===== config.mk =====
export PLATFORM = sky130hd
export DESIGN_NAME = ide_tim_enc
export DESIGN_NICKNAME = d
export VERILOG_FILES = /design/src/rtl/ite_pkg.sv /design/src/rtl/ite_drive_word.sv /design/src/rtl/ite_ctrl.sv /design/src/rtl/ide_tim_enc.sv
export SDC_FILE = /design/constraint.sdc
export NUM_CORES = 1
export LEC_CHECK = 0
export ABC_AREA = 0
export CAP_MARGIN = 20
export CORE_ASPECT_RATIO = 1.25
export CORE_UTILIZATION = 45
export DETAILED_ROUTE_END_ITERATION = 10
export SYNTH_ARGS = -nofsm -noshare
export SYNTH_HDL_FRONTEND = slang
export SYNTH_HIERARCHICAL = 1
export SYNTH_SLANG_ARGS = --single-unit

===== constraint.sdc =====
create_clock -name clk -period 17.6 [get_ports clk]
set_input_delay 2.64 -clock clk [delete_from_list [all_inputs] [get_ports clk]]
set_output_delay 2.64 -clock clk [all_outputs]
set_load 0.1 [all_outputs]

===== src/rtl/ite_pkg.sv =====
package ite_pkg;

    localparam int WORD_W = 32;
    typedef logic [WORD_W-1:0] tword_t;

    typedef enum logic [1:0] {
        ST_IDLE,
        ST_CALC,
        ST_DECIDE
    } ite_state_t;

    // tick periods in ns for each controller generation
    localparam int LEGACY_TICK_NS = 30;
    localparam int NEWER_TICK_NS  = 15;
    localparam int LEGACY_PIO_OFS = 4;
    localparam int LEGACY_DMA_OFS = 1;
    localparam int LEGACY_MIN     = 1;

    // field positions, legacy layout
    localparam int L_PIO_ACT = 0;
    localparam int L_PIO_REC = 5;
    localparam int L_DMA_ACT = 11;
    localparam int L_DMA_REC = 16;
    // field positions, newer layout
    localparam int N_PIO_ACT = 0;
    localparam int N_PIO_REC = 5;
    localparam int N_DMA_ACT = 10;
    localparam int N_DMA_REC = 15;
    localparam int N_UDMA_EN = 20;
    localparam int N_UDMA_CY = 21;
    localparam int N_UDMA_AC = 25;

    function automatic int pio_cycle_ns(input int m);
        case (m)
            0: return 600;
            1: return 390;
            2: return 240;
            3: return 180;
            default: return 120;
        endcase
    endfunction

    function automatic int pio_active_ns(input int m);
        case (m)
            0: return 180;
            1: return 150;
            2: return 105;
            3: return 90;
            default: return 75;
        endcase
    endfunction

    function automatic int dma_cycle_ns(input int m);
        case (m)
            0: return 480;
            1: return 165;
            default: return 120;
        endcase
    endfunction

    function automatic int dma_active_ns(input int m);
        case (m)
            0: return 240;
            1: return 90;
            default: return 75;
        endcase
    endfunction

    function automatic int udma_cycle_ns(input int m);
        case (m)
            0: return 120;
            1: return 90;
            2: return 60;
            3: return 45;
            default: return 30;
        endcase
    endfunction

    function automatic int udma_active_ns(input int m);
        case (m)
            0: return 180;
            1: return 150;
            2: return 120;
            default: return 90;
        endcase
    endfunction

    // round-up division of a time by the tick period
    function automatic int ns_to_ticks(input int ns, input logic fine);
        int per;
        per = fine ? NEWER_TICK_NS : LEGACY_TICK_NS;
        return (ns + per - 1) / per;
    endfunction

endpackage


===== src/rtl/ite_drive_word.sv =====
module ite_drive_word
    import ite_pkg::*;
#(
    parameter int MODE_W = 3
) (
    input  logic              fine,
    input  logic              present,
    input  logic              dma_en,
    input  logic              udma_en,
    input  logic [MODE_W-1:0] pio_mode,
    input  logic [MODE_W-1:0] dma_mode,
    input  logic [MODE_W-1:0] udma_mode,
    output tword_t            word
);

    always_comb begin
        int pc, pa, pr;
        int dc, da, dr;
        int uc, ua;
        tword_t w;

        pc = ns_to_ticks(pio_cycle_ns(int'(pio_mode)), fine);
        pa = ns_to_ticks(pio_active_ns(int'(pio_mode)), fine);
        dc = ns_to_ticks(dma_cycle_ns(int'(dma_mode)), fine);
        da = ns_to_ticks(dma_active_ns(int'(dma_mode)), fine);
        uc = ns_to_ticks(udma_cycle_ns(int'(udma_mode)), fine);
        ua = ns_to_ticks(udma_active_ns(int'(udma_mode)), fine);

        if (fine) begin
            pr = pc - pa;
            dr = dc - da;
        end else begin
            if (pa < LEGACY_MIN) pa = LEGACY_MIN;
            pr = pc - pa - LEGACY_PIO_OFS;
            if (pr < LEGACY_MIN) pr = LEGACY_MIN;
            dr = dc - da - LEGACY_DMA_OFS;
            if (dr < LEGACY_MIN) dr = LEGACY_MIN;
        end

        w = '0;
        if (present) begin
            if (fine) begin
                w = w | (tword_t'(pa) << N_PIO_ACT) | (tword_t'(pr) << N_PIO_REC);
                if (dma_en)
                    w = w | (tword_t'(da) << N_DMA_ACT) | (tword_t'(dr) << N_DMA_REC);
                if (udma_en)
                    w = w | (tword_t'(1) << N_UDMA_EN) | (tword_t'(uc) << N_UDMA_CY)
                          | (tword_t'(ua) << N_UDMA_AC);
            end else begin
                w = w | (tword_t'(pa) << L_PIO_ACT) | (tword_t'(pr) << L_PIO_REC);
                if (dma_en)
                    w = w | (tword_t'(da) << L_DMA_ACT) | (tword_t'(dr) << L_DMA_REC);
            end
        end
        word = w;
    end

endmodule


===== src/rtl/ite_ctrl.sv =====
module ite_ctrl
    import ite_pkg::*;
(
    input  logic         clk,
    input  logic         rst_n,
    input  logic         start,
    input  logic         sel_valid,
    input  logic         sel_drive,
    input  tword_t [1:0] calc_w,
    output logic         capture,
    output logic         done,
    output logic         tim_we,
    output tword_t       tim_word,
    output logic         switch_en,
    output tword_t       w0_q,
    output tword_t       w1_q
);

    ite_state_t state, state_nx;

    assign capture = (state == ST_IDLE) && start;

    always_comb begin
        state_nx = state;
        unique case (state)
            ST_IDLE:   if (start) state_nx = ST_CALC;
            ST_CALC:   state_nx = ST_DECIDE;
            ST_DECIDE: state_nx = ST_IDLE;
            default:   state_nx = ST_IDLE;
        endcase
    end

    always_ff @(posedge clk) begin
        if (!rst_n) state <= ST_IDLE;
        else        state <= state_nx;
    end

    always_ff @(posedge clk) begin
        if (!rst_n) begin
            done      <= 1'b0;
            tim_we    <= 1'b0;
            tim_word  <= '0;
            switch_en <= 1'b0;
            w0_q      <= '0;
            w1_q      <= '0;
        end else begin
            done   <= 1'b0;
            tim_we <= 1'b0;
            unique case (state)
                ST_IDLE: begin
                    if (start) begin
                        switch_en <= 1'b0;
                    end else if (sel_valid && switch_en) begin
                        tim_we   <= 1'b1;
                        tim_word <= sel_drive ? w1_q : w0_q;
                    end
                end
                ST_CALC: begin
                    w0_q <= calc_w[0];
                    w1_q <= calc_w[1];
                end
                ST_DECIDE: begin
                    done <= 1'b1;
                    if (w0_q != '0) begin
                        tim_we    <= 1'b1;
                        tim_word  <= w0_q;
                        switch_en <= (w1_q != '0) && (w1_q != w0_q);
                    end else if (w1_q != '0) begin
                        tim_we   <= 1'b1;
                        tim_word <= w1_q;
                    end
                end
                default: ;
            endcase
        end
    end

endmodule


===== src/rtl/ide_tim_enc.sv =====
module ide_tim_enc
    import ite_pkg::*;
#(
    parameter int MODE_W = 3,
    parameter int DRIVES = 2
) (
    input  logic                     clk,
    input  logic                     rst_n,
    input  logic                     start,
    input  logic                     variant,
    input  logic [DRIVES-1:0]        present,
    input  logic [DRIVES-1:0]        dma_en,
    input  logic [DRIVES-1:0]        udma_en,
    input  logic [DRIVES*MODE_W-1:0] pio_mode,
    input  logic [DRIVES*MODE_W-1:0] dma_mode,
    input  logic [DRIVES*MODE_W-1:0] udma_mode,
    input  logic                     sel_valid,
    input  logic                     sel_drive,
    output logic                     done,
    output logic                     tim_we,
    output logic [WORD_W-1:0]        tim_word,
    output logic                     switch_en,
    output logic [WORD_W-1:0]        word0,
    output logic [WORD_W-1:0]        word1
);

    localparam int MW = DRIVES * MODE_W;

    logic                  capture;
    logic                  var_q;
    logic [DRIVES-1:0]     pres_q, dma_q, udma_q;
    logic [MW-1:0]         pio_q, dmam_q, udmam_q;
    tword_t [1:0]          calc_w;

    // inputs are snapshotted on an accepted start
    always_ff @(posedge clk) begin
        if (!rst_n) begin
            var_q   <= 1'b0;
            pres_q  <= '0;
            dma_q   <= '0;
            udma_q  <= '0;
            pio_q   <= '0;
            dmam_q  <= '0;
            udmam_q <= '0;
        end else if (capture) begin
            var_q   <= variant;
            pres_q  <= present;
            dma_q   <= dma_en;
            udma_q  <= udma_en;
            pio_q   <= pio_mode;
            dmam_q  <= dma_mode;
            udmam_q <= udma_mode;
        end
    end

    for (genvar d = 0; d < 2; d++) begin : g_drv
        ite_drive_word #(.MODE_W(MODE_W)) u_word (
            .fine      (var_q),
            .present   (pres_q[d]),
            .dma_en    (dma_q[d]),
            .udma_en   (udma_q[d]),
            .pio_mode  (pio_q[d*MODE_W +: MODE_W]),
            .dma_mode  (dmam_q[d*MODE_W +: MODE_W]),
            .udma_mode (udmam_q[d*MODE_W +: MODE_W]),
            .word      (calc_w[d])
        );
    end

    ite_ctrl u_ctrl (
        .clk       (clk),
        .rst_n     (rst_n),
        .start     (start),
        .sel_valid (sel_valid),
        .sel_drive (sel_drive),
        .calc_w    (calc_w),
        .capture   (capture),
        .done      (done),
        .tim_we    (tim_we),
        .tim_word  (tim_word),
        .switch_en (switch_en),
        .w0_q      (word0),
        .w1_q      (word1)
    );

endmodule


==> out/qor.json, run 1 <==
{
  "worst_hold_slack_ps": 508,
  "final.period_utilization": 0.778,
  "hold_class": "flip-flop to flip-flop",
  "tritoncts.num_buffers": 17,
  "rsz_0062_raised_after_global_routing": "no",
  "timing.reg2reg.setup_slack_ps": 3910,
  "tns_ps": 0,
  "synth_area_per_cell_um2": 7.01,
  "max_slew.worst_pin.slew_ps": 1210,
  "path_common_cell": "ha_1",
  "yosysUniqueCellTypes": 124,
  "synth_top_flop_cell": "dfxtp_1",
  "synth.largest_area_cell": "ha_1",
  "nNetsFinal": 3883,
  "synth.area.top_cells": "ha_1 (12%), dfxtp_1 (10%), nand2_1 (6.7%), nor2_1 (5.1%), xnor2_1 (4.8%)",
  "slew_headroom": 0.189,
  "finalHoldViolCount": 0,
  "min_delay_path_depth": 2,
  "yosysWarnings": 6,
  "tritoncts_num_sinks": 126,
  "clkSlewWorstSetupHoldPaths_ps": 60,
  "synth.cell_area_mm2": 0.0250,
  "post-dp-hpwl_um": 66300,
  "ys_seq_area_frac": 0.101,
  "drv_cap": 0,
  "drt_wl_total_um": 85800,
  "yosys-top-cells-count": "nand2_1 (446), nor2_1 (340), ha_1 (242)",
  "synth_edf_count": 0,
  "htree_num_levels": 4,
  "floorplan.rows": 96,
  "via_per_inst": 6.10,
  "slowest_stage": "a2111oi_1",
  "postSynth.asyncResetShare": 0,
  "synthMostInstantiatedCell": "nand2_1",
  "initial_utilization": 0.455,
  "postRouteAntennaNets": 0,
  "die_ar_mm2": 0.0564,
  "cp_data_required_time_ps": 17920,
  "first_global_vias": 25500,
  "worst_path_dominant_cell_family": "simple AND/OR/NAND/NOR gates",
  "place_area_mm2": 0.0268,
  "detailroute.via_count": 26500,
  "worst_vdd_ir_uv": 82.8,
  "final_layout_size_suffix_gt1_frac": 0.0608,
  "die_width_um": 213,
  "cts.repair_timing.setup_buffer_count": 0,
  "dr.pass1.iters": 5,
  "cts_hold_repair.buffers": 0,
  "p_per_area_mw_per_mm2": 129,
  "detail_route.drc_violations": 0,
  "synth-seq-cells": 126,
  "min_from": "u_ctrl/switch_en",
  "dieHeight_um": 265,
  "timing.fmax_ghz": 0.0730,
  "grt_start_max_net_pins": 90,
  "critical_path.endpoint_type": "flip-flop",
  "design_area_mm2": 0.0273,
  "grt_overflow": 0,
  "outcome": "finished clean",
  "cts_buffer_depth": 2,
  "crit_arrival_ps": 14010,
  "cp_max_fo": 22,
  "layout.cells.non_filler": 4353,
  "crit_reg_reg_startpoint": "pio_q[5]",
  "layout.core_utilization": 0.497,
  "setup_viol": 0,
  "reg2regPathDepth": 58,
  "place_inst": 4320,
  "area_fraction_of_the_dominant_cell_type_after_synthesis": 0.121,
  "final.min_clock_period_ps": 13690,
  "detail_route.wl_per_cell_um": 19.7,
  "start_kind": "flip-flop",
  "insertedDiodeCount": 0,
  "routability_cong": 0.935,
  "global_route_wire_length_before_repair_um": 137000,
  "finClkSkew_ps": 21.3,
  "total_leakage_power_nw": 11.0,
  "timing.setup.critical_path_class": "flip-flop to flip-flop",
  "cts_tree": "built",
  "core_mm2": 0.0549,
  "slew_violations": 0,
  "design.portCount": 129,
  "grt_usage": 0.300,
  "cp.buffers_inverters": 4,
  "crit_path_max_incr_delay_ps": 690,
  "netlist_instances": 3563,
  "cts_root_buf": "clkbuf_16",
  "post_cts.resized_instances": 0,
  "regToRegEndpoint": "u_ctrl/w1_q[18]",
  "number_of_antenna_violations_at_the_first_check_in_global_routing": 1,
  "worst_skew_pair.late_latency_ps": 450,
  "io_buffer_count": 128,
  "layout-area-overhead-vs-synth_pct": 9.30,
  "drt_iter0_drc": 1873,
  "holdPathEnd": "u_ctrl/switch_en"
}
logic make-up after synthesis:
group	synth area share
AO/OA/AOI/OAI	0.298
XOR/XNOR	0.0901
adder cells (fa/ha/maj)	0.128
buffers and inverters	0.0569
flip-flops	0.101
multiplexers	0.0310
other	0.000601
AND/OR/NAND/NOR	0.294
stage by stage:
stage / setup WS, ps / power, mW
floorplan: 2880 / 2.55
global placement: 4470 / 3.17
detailed placement: 4070 / 3.16
CTS: 4040 / 3.51
global route: 2640 / 3.87
finish: 3910 / 3.53
worst max path at each step:
stage	from	endpoint	slack (ps)	cells after the start
5_1_grt	pio_q[5]	u_ctrl/w1_q[24]	2640	58
4_1_cts	pio_q[5]	u_ctrl/w1_q[24]	4040	58
3_5_place_dp	pio_q[5]	u_ctrl/w1_q[24]	4070	58
3_3_place_gp	pio_q[5]	u_ctrl/w1_q[24]	4470	58
2_1_floorplan	var_q	u_ctrl/w1_q[24]	2880	60
6_report	pio_q[5]	u_ctrl/w1_q[18]	3910	58
per-layer routing:
| metal | GRT usage | vias up | wire length [µm] | share of wire |
|---|---|---|---|---|
| li1 | - | 13100 | - | - |
| met4 | 0.128 | 2 | 3500 | 0.041 |
| met5 | 0 | - | 12 | 0.00014 |
| met1 | 0.342 | 12600 | 35100 | 0.41 |
| met3 | 0.0300 | 188 | 3400 | 0.040 |
| met2 | 0.558 | 660 | 43800 | 0.51 |
final cells by class:
type,instances,area (µm²)
Fill cell,5734,27600
Multi-Input combinational cell,3108,21100
Sequential cell,126,2530
Timing Repair Buffer,151,1460
Tap cell,735,920
Inverter,201,754
Clock buffer,19,433
Clock inverter,13,92.6
registers in the layout, summed over array words and instances, names as in the netlist:
name	count
u_ctrl/state	2
u_ctrl/tim_we	1
udmam_q	6
u_ctrl/w1_q	32
dma_q	2
u_ctrl/switch_en	1
dmam_q	6
var_q	1
pio_q	6
pres_q	2
u_ctrl/tim_word	32
u_ctrl/w0_q	32
u_ctrl/done	1
udma_q	2
worst register-to-register path: cells and delay by family (launching register included):
family	cells	cell delay [ps]
buf+inv	4	320
fa+ha+maj	11	3200
flops	1	530
xor+xnor	3	260
mux	1	200
simple gates	25	5010
compound gates	14	4030
where the power goes:
group	total (mW)	internal, mW	switching (mW)
sequential	0.327	0.299	0.0281
combinational	2.87	1.12	1.75
clock	0.332	0.180	0.152
cells in the final DEF, fill, tap and decap left out, drive strengths merged, types with 22 or more instances in the layout:
cell type,netlist,routed
dfxtp,126,126
or2,42,42
or3,38,38
o31ai,70,70
nor4,58,58
xnor2,137,137
clkdlybuf4s50,0,127
and2,38,38
inv,199,201
a21o,36,36
ha,242,242
buf,44,23
nor2b,75,75
o21bai,24,24
nand4,37,37
a221oi,22,22
and3,32,32
nor2,344,344
nor3,123,123
o211ai,45,45
a211oi,41,41
mux2i,56,56
nand3,87,87
a21oi,198,198
a31oi,91,91
o21ai,160,160
xor2,112,112
a21boi,86,86
nand2,447,447
nand2b,64,64
o21a,34,34
No activity file was read; power rests on OpenSTA's default activity.
==> run 2: changes to the inputs <==
==> constraint.sdc (replaced) <==
create_clock -name clk -period 14.2 [get_ports clk]
set_input_delay 2.13 -clock clk [delete_from_list [all_inputs] [get_ports clk]]
set_output_delay 2.13 -clock clk [all_outputs]
set_load 0.1 [all_outputs]
==> run 2 against run 1 <==
- clock power up 39%
- combinational power up 24%
- sequential cell count unchanged
- non-clock buffer count up 9
- hold slack better by 29 ps
- cell area up 0.60%
- global-route usage down 0.43 points
- fmax up 3.8%
- die area unchanged
- first-iteration DRC count up 11%
==> out/qor.json, run 2 (synthesis gave the netlist of run 1 again) <==
{
  "cts_hold_repair.buffers": {"value": 0, "change": "unchanged"},
  "tritoncts.num_buffers": {"value": 17, "change": "unchanged"},
  "min_delay_path_depth": {"value": 2, "change": "unchanged"},
  "multi_input_comb_area": {"value": 0.0211, "unit": "mm²", "change": "about the same"},
  "grt_usage": {"value": 0.295, "change": "-0.00426"},
  "design.portCount": {"value": 129, "change": "unchanged"},
  "post-dp-hpwl": {"value": 66300, "unit": "µm", "change": "about the same"},
  "cts_buffer_depth": {"value": 2, "change": "unchanged"},
  "postRouteAntennaNets": {"value": 0, "change": "unchanged"},
  "nNetsFinal": {"value": 3892, "change": "+0.23%"},
  "layout-area-overhead-vs-synth_pct": 9.95,
  "most-common-layout-cells": "nand2_1 (446), nor2_1 (338), ha_1 (242), a21oi_1 (196), inv_1 (188)",
  "drt_iter0_drc": {"value": 2081, "change": "+11%"},
  "detail_route.drc_violations": {"value": 0, "change": "unchanged"},
  "die_ar": {"value": 0.0564, "unit": "mm²", "change": "unchanged"},
  "register_area": {"value": 0.00253, "unit": "mm²", "change": "unchanged"},
  "global_route_wire_length_before_repair": {"value": 134000, "unit": "µm", "change": "-1.9%"},
  "timing.fmax": {"value": 0.0758, "unit": "GHz", "change": "+3.8%"},
  "initial_utilization": {"value": 0.455, "change": "unchanged"},
  "worst_vdd_ir": {"value": 121, "unit": "µV", "change": "+46%"},
  "cts.repair_timing.setup_buffer_count": {"value": 0, "change": "unchanged"},
  "core": {"value": 0.0549, "unit": "mm²", "change": "unchanged"},
  "layout.cells.non_filler": {"value": 4362, "change": "+0.21%"},
  "reg2regPathDepth": {"value": 61, "change": "+5.2%"},
  "cp_data_required_time": {"value": 14520, "unit": "ps", "change": "-3400 ps"},
  "largestRegisters": "u_ctrl/tim_word (32), u_ctrl/w0_q (32), u_ctrl/w1_q (32)",
  "crit_path_max_incr_delay": {"value": 730, "unit": "ps", "change": "+40 ps"},
  "final_layout_size_suffix_gt1_frac": {"value": 0.0640, "change": "+0.00316"},
  "worst_hold_slack": {"value": 537, "unit": "ps", "change": "+29.4 ps"},
  "crit_arrival": {"value": 13510, "unit": "ps", "change": "-500 ps"},
  "htree_num_levels": {"value": 4, "change": "unchanged"},
  "number_of_antenna_violations_at_the_first_check_in_global_routing": {"value": 1, "change": "unchanged"},
  "tritoncts_num_sinks": {"value": 126, "change": "unchanged"},
  "clkSlewWorstSetupHoldPaths": {"value": 80, "unit": "ps", "change": "+20 ps"},
  "place_inst": {"value": 4329, "change": "+0.21%"},
  "io_buffer_count": {"value": 128, "change": "unchanged"},
  "insertedDiodeCount": {"value": 0, "change": "unchanged"},
  "grt_start_max_net_pins": {"value": 93, "change": "+3.3%"},
  "setup_viol": {"value": 0, "change": "unchanged"},
  "p_per_area": {"value": 162, "unit": "mW/mm²", "change": "+25%"},
  "finalHoldViolCount": {"value": 0, "change": "unchanged"},
  "critical_path.endpoint_type": "flip-flop",
  "slew_headroom": {"value": 0.226, "change": "+0.0373"},
  "detailroute.via_count": {"value": 26600, "change": "+0.26%"},
  "start_kind": "flip-flop",
  "grt_overflow": {"value": 0, "change": "unchanged"},
  "hold_class": "flip-flop to flip-flop",
  "dr.pass1.iters": {"value": 6, "change": "+1"},
  "slowest_stage": "a2111oi_1",
  "most_common_cell_after_layout_fill_and_taps_aside": "nand2_1",
  "detail_route.wl_per_cell": {"value": 19.5, "unit": "µm", "change": "-0.80%"},
  "outcome": "finished clean",
  "worst_skew_pair.late_latency": {"value": 450, "unit": "ps", "change": "about the same"},
  "routability_cong": {"value": 0.929, "change": "-0.63%"},
  "tns": {"value": 0, "unit": "ps", "change": "unchanged"},
  "floorplan.rows": {"value": 96, "change": "unchanged"},
  "die_width": {"value": 213, "unit": "µm", "change": "unchanged"},
  "slew_violations": {"value": 0, "change": "unchanged"},
  "timing.setup.critical_path_class": "flip-flop to flip-flop",
  "place_area": {"value": 0.0268, "unit": "mm²", "change": "+0.25%"},
  "design_area": {"value": 0.0274, "unit": "mm²", "change": "+0.60%"},
  "filler_cell_count": {"value": 5616, "change": "-2.1%"},
  "cts_tree": "built",
  "total_leakage_power": {"value": 11.1, "unit": "nW", "change": "+0.86%"},
  "final.period_utilization": {"value": 0.929, "change": "+0.151"},
  "rsz_0062_raised_after_global_routing": "no",
  "final.min_clock_period": {"value": 13190, "unit": "ps", "change": "-499 ps"},
  "drt_wl_total": {"value": 85300, "unit": "µm", "change": "-0.60%"},
  "finClkSkew": {"value": 26.7, "unit": "ps", "change": "+5.43 ps"},
  "dieHeight": {"value": 265, "unit": "µm", "change": "unchanged"},
  "max_slew.worst_pin.slew": {"value": 1160, "unit": "ps", "change": "-55.8 ps"},
  "cts_root_buf": "clkbuf_16",
  "cp_max_fo": {"value": 18, "change": "-18%"},
  "path_common_cell": "ha_1",
  "drv_cap": {"value": 0, "change": "unchanged"},
  "first_global_vias": {"value": 24900, "change": "-2.1%"},
  "via_per_inst": {"value": 6.10, "change": "about the same"}
}
run 2: cell count changes in the layout (fill, tap and decap cells not counted), sizes merged:
| cell | delta |
|---|---|
| clkinv | -3 |
| inv | +2 |
| clkbuf | +1 |
| clkinvlp | -3 |
| buf | +10 |
| bufinv | +2 |
run 2: path summary, 6_finish.rpt:
kind | start | to | slack [ps]
min | u_ctrl/switch_en | u_ctrl/switch_en | 540
max reg2reg | pio_q[4] | u_ctrl/w1_q[24] | 1010
max | pio_q[4] | u_ctrl/w1_q[24] | 1010
min reg2reg | u_ctrl/switch_en | u_ctrl/switch_en | 540
run 2: critical path: cells and delay by family (launching register included):
family	cells	cell delay, ps
AO/OA/AOI/OAI	16	4490
XOR/XNOR	3	320
multiplexers	1	280
adder cells (fa/ha/maj)	11	3010
flip-flops	1	300
buffers and inverters	6	650
AND/OR/NAND/NOR	24	3950
run 2: layout make-up:
| class | count | area share |
|---|---|---|
| multi-input combinational | 3108 | 0.769 |
| sequential | 126 | 0.0920 |
| timing repair buffer | 160 | 0.0563 |
| tap | 735 | 0.0335 |
| inverter | 201 | 0.0275 |
| clock buffer | 21 | 0.0171 |
| clock inverter | 11 | 0.00470 |
run 2: where the power goes:
part           internal [mW]  leakage, nW  switching (mW)
sequential             0.371         1.02          0.0317
combinational           1.40         9.78            2.17
clock                  0.275        0.291           0.188
run 2: metal layers:
layer  global-route usage  vias up  share of wire
li1                     -    13200              -
met1                0.341    12500           0.41
met2                0.540      736           0.50
met3               0.0326      192          0.043
met4                0.131        0          0.044
met5                    0        -              0
run 2: metrics by stage:
stage,setup slack (ps),util,power (mW)
final,1010,0.500,4.44
after global routing,11.3,0.500,4.83
after CTS,1050,0.499,4.41
after detailed placement,1060,0.489,3.92
after global placement,1140,0.489,3.94
after floorplan,524,-,3.16
run 2: what timing repair did:
action	in CTS	in global routing
gates resized for setup	0	2
setup endpoints to repair	0	10
endpoints found under the hold margin	0	0
